### src/rtl/sio_pkg.sv
package sio_pkg;

  localparam int SIO_DW = 8;

  typedef struct packed {
    logic       spare7;
    logic       rx_from_out;
    logic       msb_first;
    logic       rsvd4;
    logic       pins_on;
    logic       clk_internal;
    logic [1:0] rate;
  } sio_mode_t;

  // log2 of the half period in system clocks, per rate code
  function automatic logic [2:0] half_log2(input logic [1:0] rate);
    case (rate)
      2'd0:    half_log2 = 3'd1;
      2'd1:    half_log2 = 3'd3;
      2'd2:    half_log2 = 3'd4;
      default: half_log2 = 3'd5;
    endcase
  endfunction

endpackage

### src/rtl/sio_sync.sv
module sio_sync #(
  parameter int W      = 3,
  parameter int STAGES = 2
) (
  input  logic         clk,
  input  logic         rst,
  input  logic [W-1:0] d,
  output logic [W-1:0] q
);
  logic [W-1:0] pipe [STAGES];

  always_ff @(posedge clk) begin
    if (rst) pipe[0] <= '1;
    else     pipe[0] <= d;
  end

  generate
    for (genvar i = 1; i < STAGES; i++) begin : g_stage
      always_ff @(posedge clk) begin
        if (rst) pipe[i] <= '1;
        else     pipe[i] <= pipe[i-1];
      end
    end
  endgenerate

  assign q = pipe[STAGES-1];
endmodule

### src/rtl/sio_clkgen.sv
module sio_clkgen
  import sio_pkg::*;
#(
  parameter int MAX_HALF_LOG2 = 5
) (
  input  logic       clk,
  input  logic       rst,
  input  logic       start,
  input  logic       run,
  input  logic [1:0] rate,
  output logic       sck,
  output logic       rise_ev,
  output logic       fall_ev
);
  localparam int CW = MAX_HALF_LOG2;

  logic [CW-1:0] cnt;
  logic [CW-1:0] last;
  logic          tick;

  always_comb begin
    last = CW'((32'd1 << half_log2(rate)) - 32'd1);
    tick = run && (cnt == last);
  end

  always_ff @(posedge clk) begin
    if (rst || start) begin
      cnt <= '0;
      sck <= 1'b1;
    end else if (run) begin
      if (tick) begin
        cnt <= '0;
        sck <= ~sck;
      end else begin
        cnt <= cnt + 1'b1;
      end
    end else begin
      cnt <= '0;
      sck <= 1'b1;
    end
  end

  assign fall_ev = tick & sck;
  assign rise_ev = tick & ~sck;

  p_sck_hold_r4: assert property (@(posedge clk) disable iff (rst)
    (run && !tick && !start) |=> $stable(sck));
  p_sck_idle_r4: assert property (@(posedge clk) disable iff (rst)
    (!run && !start) |=> sck);
endmodule

### src/rtl/sio_shifter.sv
module sio_shifter #(
  parameter int W = 8
) (
  input  logic         clk,
  input  logic         rst,
  input  logic         start,
  input  logic [W-1:0] load,
  input  logic         fall_ev,
  input  logic         rise_ev,
  input  logic         rx,
  input  logic         msb_first,
  output logic [W-1:0] data,
  output logic         sdo,
  output logic         busy,
  output logic         irq
);
  localparam int CW = $clog2(W);

  logic [CW-1:0] nbits;

  always_ff @(posedge clk) begin
    if (rst) begin
      data  <= '0;
      sdo   <= 1'b1;
      busy  <= 1'b0;
      nbits <= '0;
      irq   <= 1'b0;
    end else begin
      irq <= 1'b0;
      if (start) begin
        data  <= load;
        busy  <= 1'b1;
        nbits <= '0;
      end else if (busy) begin
        if (fall_ev)
          sdo <= msb_first ? data[W-1] : data[0];
        if (rise_ev) begin
          data  <= msb_first ? {data[W-2:0], rx} : {rx, data[W-1:1]};
          nbits <= nbits + 1'b1;
          if (nbits == CW'(W-1)) begin
            busy <= 1'b0;
            irq  <= 1'b1;
          end
        end
      end
    end
  end

  p_irq_pulse_r7: assert property (@(posedge clk) disable iff (rst)
    irq |=> !irq);
  p_irq_end_r7: assert property (@(posedge clk) disable iff (rst)
    irq |-> (!busy && $past(busy)));
  p_idle_hold_r8: assert property (@(posedge clk) disable iff (rst)
    (!busy && !start) |=> $stable(data));
endmodule

### src/rtl/sio_unit.sv
module sio_unit
  import sio_pkg::*;
#(
  parameter int DW            = SIO_DW,
  parameter int SYNC_STAGES   = 2,
  parameter int MAX_HALF_LOG2 = 5
) (
  input  logic          clk,
  input  logic          rst,
  input  logic          reg_wr,
  input  logic          reg_addr,
  input  logic [DW-1:0] reg_wdata,
  output logic [DW-1:0] reg_rdata,
  input  logic          sck_in,
  output logic          sck_out,
  output logic          sck_oe,
  input  logic          sdi,
  input  logic          sdo_pad_in,
  output logic          sdo_out,
  output logic          sdo_oe,
  output logic          irq
);
  sio_mode_t     mode_q;
  logic          start;
  logic [2:0]    pin_s;
  logic          sck_prev;
  logic          ext_rise, ext_fall;
  logic          int_rise, int_fall;
  logic          rise_ev, fall_ev, rx_bit;
  logic          busy;
  logic [DW-1:0] shreg;

  assign start = reg_wr && reg_addr;

  always_ff @(posedge clk) begin
    if (rst) mode_q <= '0;
    else if (reg_wr && !reg_addr) begin
      mode_q        <= sio_mode_t'(reg_wdata[7:0]);
      mode_q.spare7 <= 1'b0;
    end
  end

  sio_sync #(.W(3), .STAGES(SYNC_STAGES)) u_sync (
    .clk (clk),
    .rst (rst),
    .d   ({sck_in, sdi, sdo_pad_in}),
    .q   (pin_s)
  );

  always_ff @(posedge clk) begin
    if (rst) sck_prev <= 1'b1;
    else     sck_prev <= pin_s[2];
  end

  assign ext_rise = !sck_prev &&  pin_s[2];
  assign ext_fall =  sck_prev && !pin_s[2];

  sio_clkgen #(.MAX_HALF_LOG2(MAX_HALF_LOG2)) u_clkgen (
    .clk     (clk),
    .rst     (rst),
    .start   (start),
    .run     (busy && mode_q.clk_internal),
    .rate    (mode_q.rate),
    .sck     (sck_out),
    .rise_ev (int_rise),
    .fall_ev (int_fall)
  );

  always_comb begin
    if (mode_q.clk_internal) begin
      rise_ev = int_rise;
      fall_ev = int_fall;
      rx_bit  = mode_q.rx_from_out ? sdo_pad_in : sdi;
    end else begin
      rise_ev = ext_rise;
      fall_ev = ext_fall;
      rx_bit  = mode_q.rx_from_out ? pin_s[0] : pin_s[1];
    end
  end

  sio_shifter #(.W(DW)) u_shift (
    .clk       (clk),
    .rst       (rst),
    .start     (start),
    .load      (reg_wdata),
    .fall_ev   (fall_ev),
    .rise_ev   (rise_ev),
    .rx        (rx_bit),
    .msb_first (mode_q.msb_first),
    .data      (shreg),
    .sdo       (sdo_out),
    .busy      (busy),
    .irq       (irq)
  );

  always_ff @(posedge clk) begin
    if (rst) begin
      sck_oe    <= 1'b0;
      sdo_oe    <= 1'b0;
      reg_rdata <= '0;
    end else begin
      sck_oe    <= mode_q.pins_on && mode_q.clk_internal;
      sdo_oe    <= mode_q.pins_on;
      reg_rdata <= reg_addr ? shreg : DW'(mode_q);
    end
  end

  p_oe_off_r3: assert property (@(posedge clk) disable iff (rst)
    !mode_q.pins_on |=> (!sck_oe && !sdo_oe));
  p_mode_b7_r2: assert property (@(posedge clk) disable iff (rst)
    !reg_addr |=> !reg_rdata[7]);
endmodule

### config.mk
export PLATFORM = sky130hd
export DESIGN_NAME = sio_unit
export DESIGN_NICKNAME = d
export VERILOG_FILES = /design/src/rtl/sio_pkg.sv /design/src/rtl/sio_sync.sv /design/src/rtl/sio_clkgen.sv /design/src/rtl/sio_shifter.sv /design/src/rtl/sio_unit.sv
export SDC_FILE = /design/constraint.sdc
export NUM_CORES = 1
export LEC_CHECK = 0
export BUFFER_PORTS_ARGS = -buffer_cell sky130_fd_sc_hd__buf_2
export CAP_MARGIN = 20
export CORE_AREA = 2 2 91 93
export DETAILED_ROUTE_END_ITERATION = 7
export DIE_AREA = 0 0 93 95
export SLEW_MARGIN = 20
export SYNTH_ARGS = -nofsm -noshare
export SYNTH_HDL_FRONTEND = slang
export SYNTH_SLANG_ARGS = --single-unit
### constraint.sdc
create_clock -name clk -period 2.8 [get_ports clk]
set_input_delay 0.14 -clock clk [delete_from_list [all_inputs] [get_ports clk]]
set_output_delay 0.14 -clock clk [all_outputs]
set_load 0.01 [all_outputs]
==> results of run 1 <==
## stage by stage
step	hold slack, ns	power, mW	setup WS [ns]	utilization (%)	cells
2_1_floorplan	0.219	0.751	0.844	-	195
3_3_place_gp	0.333	0.788	0.634	27.0	318
3_5_place_dp	0.331	0.790	0.589	27.0	318
4_1_cts	0.00636	1.29	0.586	28.5	326
5_1_grt	0.00378	1.33	0.437	28.5	326
6_report	0.0118	1.28	0.559	28.5	326
## routing by layer
layer  part of all wire (%)  GRT usage, %  vias to the layer above
met5                      0             0                        -
met1                     46          12.7                      740
met3                    4.8          2.55                       10
met2                     47          16.7                       45
li1                       -             -                      743
met4                    2.4          5.15                        0
## sequential cells by signal, summed over array words and instances, names as in the netlist, 3 cells and up
register       count
mode_q             7
reg_rdata          8
u_clkgen.cnt       5
u_shift.data       8
u_shift.nbits      3
u_sync.pipe        6
## cells in the final DEF (no fill, tap or decap), types with 5 or more instances in the layout
cell type / count
sky130_fd_sc_hd__o21ai_0: 5
sky130_fd_sc_hd__or2_2: 8
sky130_fd_sc_hd__a2111oi_2: 6
sky130_fd_sc_hd__nor2_1: 19
sky130_fd_sc_hd__mux2i_1: 14
sky130_fd_sc_hd__buf_2: 27
sky130_fd_sc_hd__inv_1: 5
sky130_fd_sc_hd__nand2_1: 14
sky130_fd_sc_hd__o31ai_1: 7
sky130_fd_sc_hd__nor2b_1: 9
sky130_fd_sc_hd__dfxtp_1: 44
sky130_fd_sc_hd__nand3_1: 6
sky130_fd_sc_hd__a21oi_1: 13
sky130_fd_sc_hd__clkbuf_8: 5
## logic make-up after synthesis
group | after synthesis
xor+xnor | 5
mux | 16
buf+inv | 17
fa+ha+maj | 3
compound gates | 41
flops | 44
simple gates | 69
## layout make-up
| type | count | area, um^2 | area share, % |
|---|---|---|---|
| tap | 105 | 131 | 5.82 |
| multi-input combinational | 134 | 953 | 42.2 |
| timing repair buffer | 30 | 158 | 6.98 |
| clock inverter | 3 | 46.3 | 2.05 |
| sequential | 44 | 881 | 39.0 |
| inverter | 5 | 18.8 | 0.831 |
| clock buffer | 5 | 68.8 | 3.05 |
## worst paths after layout
path	end	startpoint	cells after the start	slack, ns
worst max-delay path	u_shift.nbits[0]	mode_q[1]	5	0.56
worst max register to register	u_shift.nbits[0]	mode_q[1]	5	0.56
worst min-delay path	u_sync.pipe[0][2]	sck_in	2	0.01
worst min register to register	u_sync.pipe[1][1]	u_sync.pipe[0][1]	1	0.42
## report_power, final
group	switching (mW)	total, mW	internal, mW
logic	0.0611	0.106	0.0444
registers	0.0221	0.669	0.647
clock network	0.237	0.506	0.269
## worst max-delay path: cells and delay by family (launching register included)
| kind | cells | cell delay, ns |
|---|---|---|
| compound gates | 3 | 0.87 |
| flops | 1 | 0.37 |
| simple gates | 2 | 0.94 |
==> parameters.txt, run 1 <==
Parameter                              Value

Die
  Num ports    28
  Width of the die    93 um
  Standard cell core area    7930 um^2
  Initial core utilization    24.1%
  Die span in y    95 um
  Placement Rows    33
  Die Footprint    8840 um^2

Route
  Detailed-router iteration count before antenna repair    4
  Remaining design rule violation count    0
  Via count of the routed design    1538
  DRT Wirelength    4330 um
  DR vias/cell    4.72
  Violation count after the first detailed-routing iteration    99
  Antenna-violating nets left    0
  Average routed wire per standard cell    13.3 um

Worst setup path
  Type of the worst setup path    flop to flop
  Critical path data required time    3.04 ns
  CP max stage cell    sky130_fd_sc_hd__o41a_1
  Data arrival time of the worst path    2.48 ns
  Kind of launch point of the worst setup path    flop
  CP Capture Type    flop
  Worst stage delay on the critical path    0.57 ns
  Series of cell instances along the critical path    or4_1 > o211a_2 > o41a_1 > or3_1 > a21oi_1
  Max Fanout on Critical Path    11

GRT
  Antenna violations before repair    0
  Global-route wire length before repair    7070 um
  Combined global-route utilization of all metal layers    10.3%
  Number of global-route vias before repair    1520
  Pin count of the biggest net entering global routing    25
  Overall overflow remaining after global route    0

CTS
  Buffer cell driving the clock tree root    sky130_fd_sc_hd__clkbuf_8
  CTS H-tree lvls    2
  Maximum count of clock buffers along a single path    2
  Count of buffers added by post-CTS timing repair for setup    0
  Hold bufs inserted after CTS    0
  Clock sink total    44
  Clock transition time at the flip-flop clock pins of the worst setup and hold paths    0.09 ns
  Cells resized by post-CTS repair    0
  Number of clock buffers inserted by TritonCTS    5
  CTS tree    built
  Clk Latency, worst-skew pair    0.30 ns

Synthesis
  Warnings, synthesis    0
  Post-synth EDFFs    0
  Fraction of the mapped netlist area in adder cells    1.97%
  Post-synthesis sequential element count    44
  Post-synthesis simple-gate area fraction    18.1%
  Complex-gate fraction of the synthesized area    18.5%
  Portion of synthesized cell area occupied by the leading cell type    46.2%
  Cells after synthesis    195
  Cell type with the highest aggregate area in the netlist    sky130_fd_sc_hd__dfxtp_1
  Mux share of post-synthesis cell area    9.12%
  Combinational family with the most area after synthesis    compound AO/OA/AOI/OAI gates
  Leading cell types by total area after synthesis    sky130_fd_sc_hd__dfxtp_1, sky130_fd_sc_hd__mux2i_1, sky130_fd_sc_hd__a2111oi_2
  Most common library cells after synthesis    sky130_fd_sc_hd__dfxtp_1, sky130_fd_sc_hd__nor2_1, sky130_fd_sc_hd__mux2i_1, sky130_fd_sc_hd__nand2_1, sky130_fd_sc_hd__a21oi_1
  Most frequent cell after synthesis    sky130_fd_sc_hd__dfxtp_1
  Primary FF master, synth    sky130_fd_sc_hd__dfxtp_1
  Xor and xnor area share after synthesis    2.30%
  Area of the mapped netlist    1910 um^2
  Number of unique standard cell types used by synthesis    39
  Sequential element share of the synthesized area    46.2%
  Post-synthesis net count    213
  Async set or reset register ratio after synthesis    0%
  Mapped Avg Cell Area    9.78 um^2

Place
  GPL Wtd Cong    0.747
  I/O Buffers    27
  Total placed instance area    2140 um^2
  Post-DP HPWL    3060 um

Timing
  Max-slew violation count    0
  Final Skew    0.00684 ns
  Final hold violation count    0
  Relative slew margins    54.8%
  Setup-violating endpoint count in the final report    0
  Maximum achievable frequency    446 MHz
  Unrepaired setup endpoints after global routing    false
  Final Cycle Share    80.0%
  Final critical delay including setup and external delays    2.24 ns
  Fin Setup TNS    0 ns
  Pin slew with the least headroom to its limit    0.678 ns

Job
  Count of maximum capacitance violations    0

Power
  P per Cell Area    567 nW/um^2
  Maximum resistive drop on vdd    0.188 mV
  Static power due to leakage    0.888 nW

Cells and area
  N_diodes    0
  Layout Cell Area excl Fill    2260 um^2
  Fraction of layout instances using a drive strength above 1    26.7%
  Relative area change from synthesis to final layout    18.4%
  Filler instances    869
  Number of nets in the finished design    238

Hold path
  Hold/Removal Path Class    input port to flop

Run status
  Result of the run    finished, final reports clean
(Power assumes the default switching activity.)
==> inputs of run 2 (changes only) <==
==> constraint.sdc (replaced) <==
create_clock -name clk -period 1.85 [get_ports clk]
set_input_delay 0.0925 -clock clk [delete_from_list [all_inputs] [get_ports clk]]
set_output_delay 0.0925 -clock clk [all_outputs]
set_load 0.01 [all_outputs]
==> parameters.txt, run 2 (synthesis gave the netlist of run 1 again) <==
Parameter                              Value

Run status
  Result of the run    finished with violations (was finished, final reports clean)
  Violated checks    negative setup slack

Cells and area
  N_diodes    0 (unchanged)
  Layout Cell Area excl Fill    2500 um^2 (was 2260 um^2)
  Area of the multi-input gates    1040 um^2 (was 953 um^2)
  Fraction of layout instances using a drive strength above 1    33.6% (was 26.7%)
  Top library cells by usage in the layout, fill and taps aside    sky130_fd_sc_hd__dfxtp_1, sky130_fd_sc_hd__buf_2, sky130_fd_sc_hd__nor2_1 (unchanged)
  Biggest regs    reg_rdata (8), u_shift.data (8), mode_q (7) (unchanged)
  Number of nets in the finished design    258 (was 238)
  Filler instances    852 (was 869)
  Commonest non-fill, non-tap cell in the layout    sky130_fd_sc_hd__dfxtp_1 (unchanged)
  Sequential cell area in the final layout    883 um^2 (was 881 um^2)
  Relative area change from synthesis to final layout    30.9% (was 18.4%)

Worst setup path
  Number of buffers and inverters on the critical path    1 (was 0)
  Kind of launch point of the worst setup path    flop (unchanged)
  Max Fanout on Critical Path    6 (was 11)
  Data arrival time of the worst path    2.30 ns (was 2.48 ns)
  Worst stage delay on the critical path    0.53 ns (was 0.57 ns)
  CP Capture Type    flop (unchanged)
  Critical path data required time    2.08 ns (was 3.04 ns)
  Series of cell instances along the critical path    or4_4 > o211a_4 > o41a_1 > buf_6 > or3_1 > a21oi_1 (was or4_1 > o211a_2 > o41a_1 > or3_1 > a21oi_1)
  CP max stage cell    sky130_fd_sc_hd__or4_4 (was sky130_fd_sc_hd__o41a_1)
  Kind of cell adding the most delay to the critical path    simple AND/OR/NAND/NOR gates (unchanged)
  Type of the worst setup path    flop to flop (unchanged)

GRT
  Met2 global-route usage    18.8% (was 16.7%)
  Met3 GRT Util    2.63% (was 2.55%)
  Peak-usage layer in the global routing report    met2 (unchanged)
  Pin count of the biggest net entering global routing    24 (was 25)
  Antenna violations before repair    0 (unchanged)
  Number of global-route vias before repair    1536 (was 1520)
  Overall overflow remaining after global route    0 (unchanged)
  Grt met1 use    13.6% (was 12.7%)
  Combined global-route utilization of all metal layers    11.1% (was 10.3%)
  Global-route wire length before repair    7530 um (was 7070 um)

Route
  Remaining design rule violation count    0 (unchanged)
  Via count of the routed design    1562 (was 1538)
  Average routed wire per standard cell    13.8 um (was 13.3 um)
  DRT Wirelength    4760 um (was 4330 um)
  Violation count after the first detailed-routing iteration    89 (was 99)
  Antenna-violating nets left    0 (unchanged)
  Detailed-router iteration count before antenna repair    4 (unchanged)
  DR vias/cell    4.51 (was 4.72)

Place
  Total placed instance area    2250 um^2 (was 2140 um^2)
  I/O Buffers    27 (unchanged)
  GPL Wtd Cong    0.804 (was 0.747)
  Post-DP HPWL    3350 um (was 3060 um)

CTS
  CTS tree    built (unchanged)
  Buffer cell driving the clock tree root    sky130_fd_sc_hd__clkbuf_8 (unchanged)
  CTS H-tree lvls    2 (unchanged)
  Clock transition time at the flip-flop clock pins of the worst setup and hold paths    0.09 ns (about the same)
  Number of clock buffers inserted by TritonCTS    5 (unchanged)
  Clk Latency, worst-skew pair    0.30 ns (about the same)
  Maximum count of clock buffers along a single path    2 (unchanged)
  Clock sink total    44 (unchanged)

Power
  Static power due to leakage    0.982 nW (was 0.888 nW)
  Maximum resistive drop on vdd    0.348 mV (was 0.188 mV)
  P per Cell Area    747 nW/um^2 (was 567 nW/um^2)

Timing
  Final critical delay including setup and external delays    2.07 ns (was 2.24 ns)
  Unrepaired setup endpoints after global routing    true (was false)
  Pin slew with the least headroom to its limit    0.529 ns (was 0.678 ns)
  Fin Setup TNS    -2.09 ns (was 0 ns)
  Final critical-path setup slack    -0.218 ns (was 0.559 ns)
  Final Cycle Share    112% (was 80.0%)
  Final Skew    0.00677 ns (was 0.00684 ns)
  Final hold violation count    0 (unchanged)
  Maximum achievable frequency    484 MHz (was 446 MHz)
  Relative slew margins    64.7% (was 54.8%)
  Max-slew violation count    0 (unchanged)
  Setup-violating endpoint count in the final report    14 (was 0)

Die
  Initial core utilization    24.1% (unchanged)
  Die Footprint    8840 um^2 (unchanged)
  Num ports    28 (unchanged)
  Die span in y    95 um (unchanged)
  Placement Rows    33 (unchanged)
  Standard cell core area    7930 um^2 (unchanged)
  Width of the die    93 um (unchanged)

Hold path
  Hold/Removal Path Class    input port to flop (unchanged)

Job
  Count of maximum capacitance violations    0 (unchanged)
==> run 2: changes by cell type in the layout (fill, tap and decap cells not counted), sizes merged <==
cell and change:
clkinvlp +1, dlygate4sd3 +4, inv -1, clkbuf +1, bufinv -1, buf +16
==> run 2: tightest hold or removal path: stages <==
cell	delay, ns
sky130_fd_sc_hd__buf_2	0.09
sky130_fd_sc_hd__nand2_1	0.04
sky130_fd_sc_hd__o31ai_1	0.06
==> run 2: repair_timing <==
action / CTS / global route
gates resized for setup: 6 / 10
setup endpoints to repair: 14 / 14
setup buffers: 1 / 0
gates cloned: 0 / 1
hold buffers: 4 / 0
endpoints found under the hold margin: 4 / 0
pin swaps: 0 / 3
==> run 2: final timing paths <==
| path | cells after the start | startpoint | endpoint | slack (ns) |
|---|---|---|---|---|
| setup / recovery | 6 | mode_q[1] | u_shift.nbits[0] | -0.22 |
| hold / removal | 3 | reg_wdata[5] | u_shift.data[5] | 0.01 |
| setup reg to reg | 6 | mode_q[1] | u_shift.nbits[0] | -0.22 |
| hold reg to reg | 1 | u_sync.pipe[0][2] | u_sync.pipe[1][2] | 0.41 |
==> run 2: cell type report <==
type                    instances  share of cell area (%)
clock buffers                   6                    3.31
clock inverters                 2                   0.602
inverters                       5                   0.752
multi-input cells             134                    41.8
flip-flops and latches         44                    35.4
well taps                     105                    5.26
repair buffers                 50                    12.9
==> run 2: metal layers <==
| metal | share of wire [%] | vias up |
|---|---|---|
| li1 | - | 780 |
| met1 | 46 | 743 |
| met2 | 49 | 32 |
| met3 | 3.3 | 7 |
| met4 | 2.0 | 0 |
| met5 | 0 | - |
==> run 2: power breakdown <==
| part | switching [mW] | internal, mW | total [mW] | leakage [nW] |
|---|---|---|---|---|
| Combinational | 0.117 | 0.0932 | 0.210 | 0.579 |
| Sequential | 0.0261 | 0.979 | 1.01 | 0.360 |
| Clock | 0.347 | 0.302 | 0.649 | 0.0434 |
==> run 2: metrics by stage <==
stage | setup slack, ns | util (%) | power, mW | hold slack, ns | cells
after floorplan | -0.106 | - | 1.14 | 0.172 | 195
after global placement | -0.149 | 28.3 | 1.21 | 0.281 | 332
after detailed placement | -0.186 | 28.3 | 1.21 | 0.285 | 332
after CTS | -0.181 | 30.5 | 1.88 | 0.00134 | 345
after global routing | -0.276 | 31.5 | 1.95 | 0.0142 | 346
final | -0.218 | 31.5 | 1.86 | 0.0119 | 346
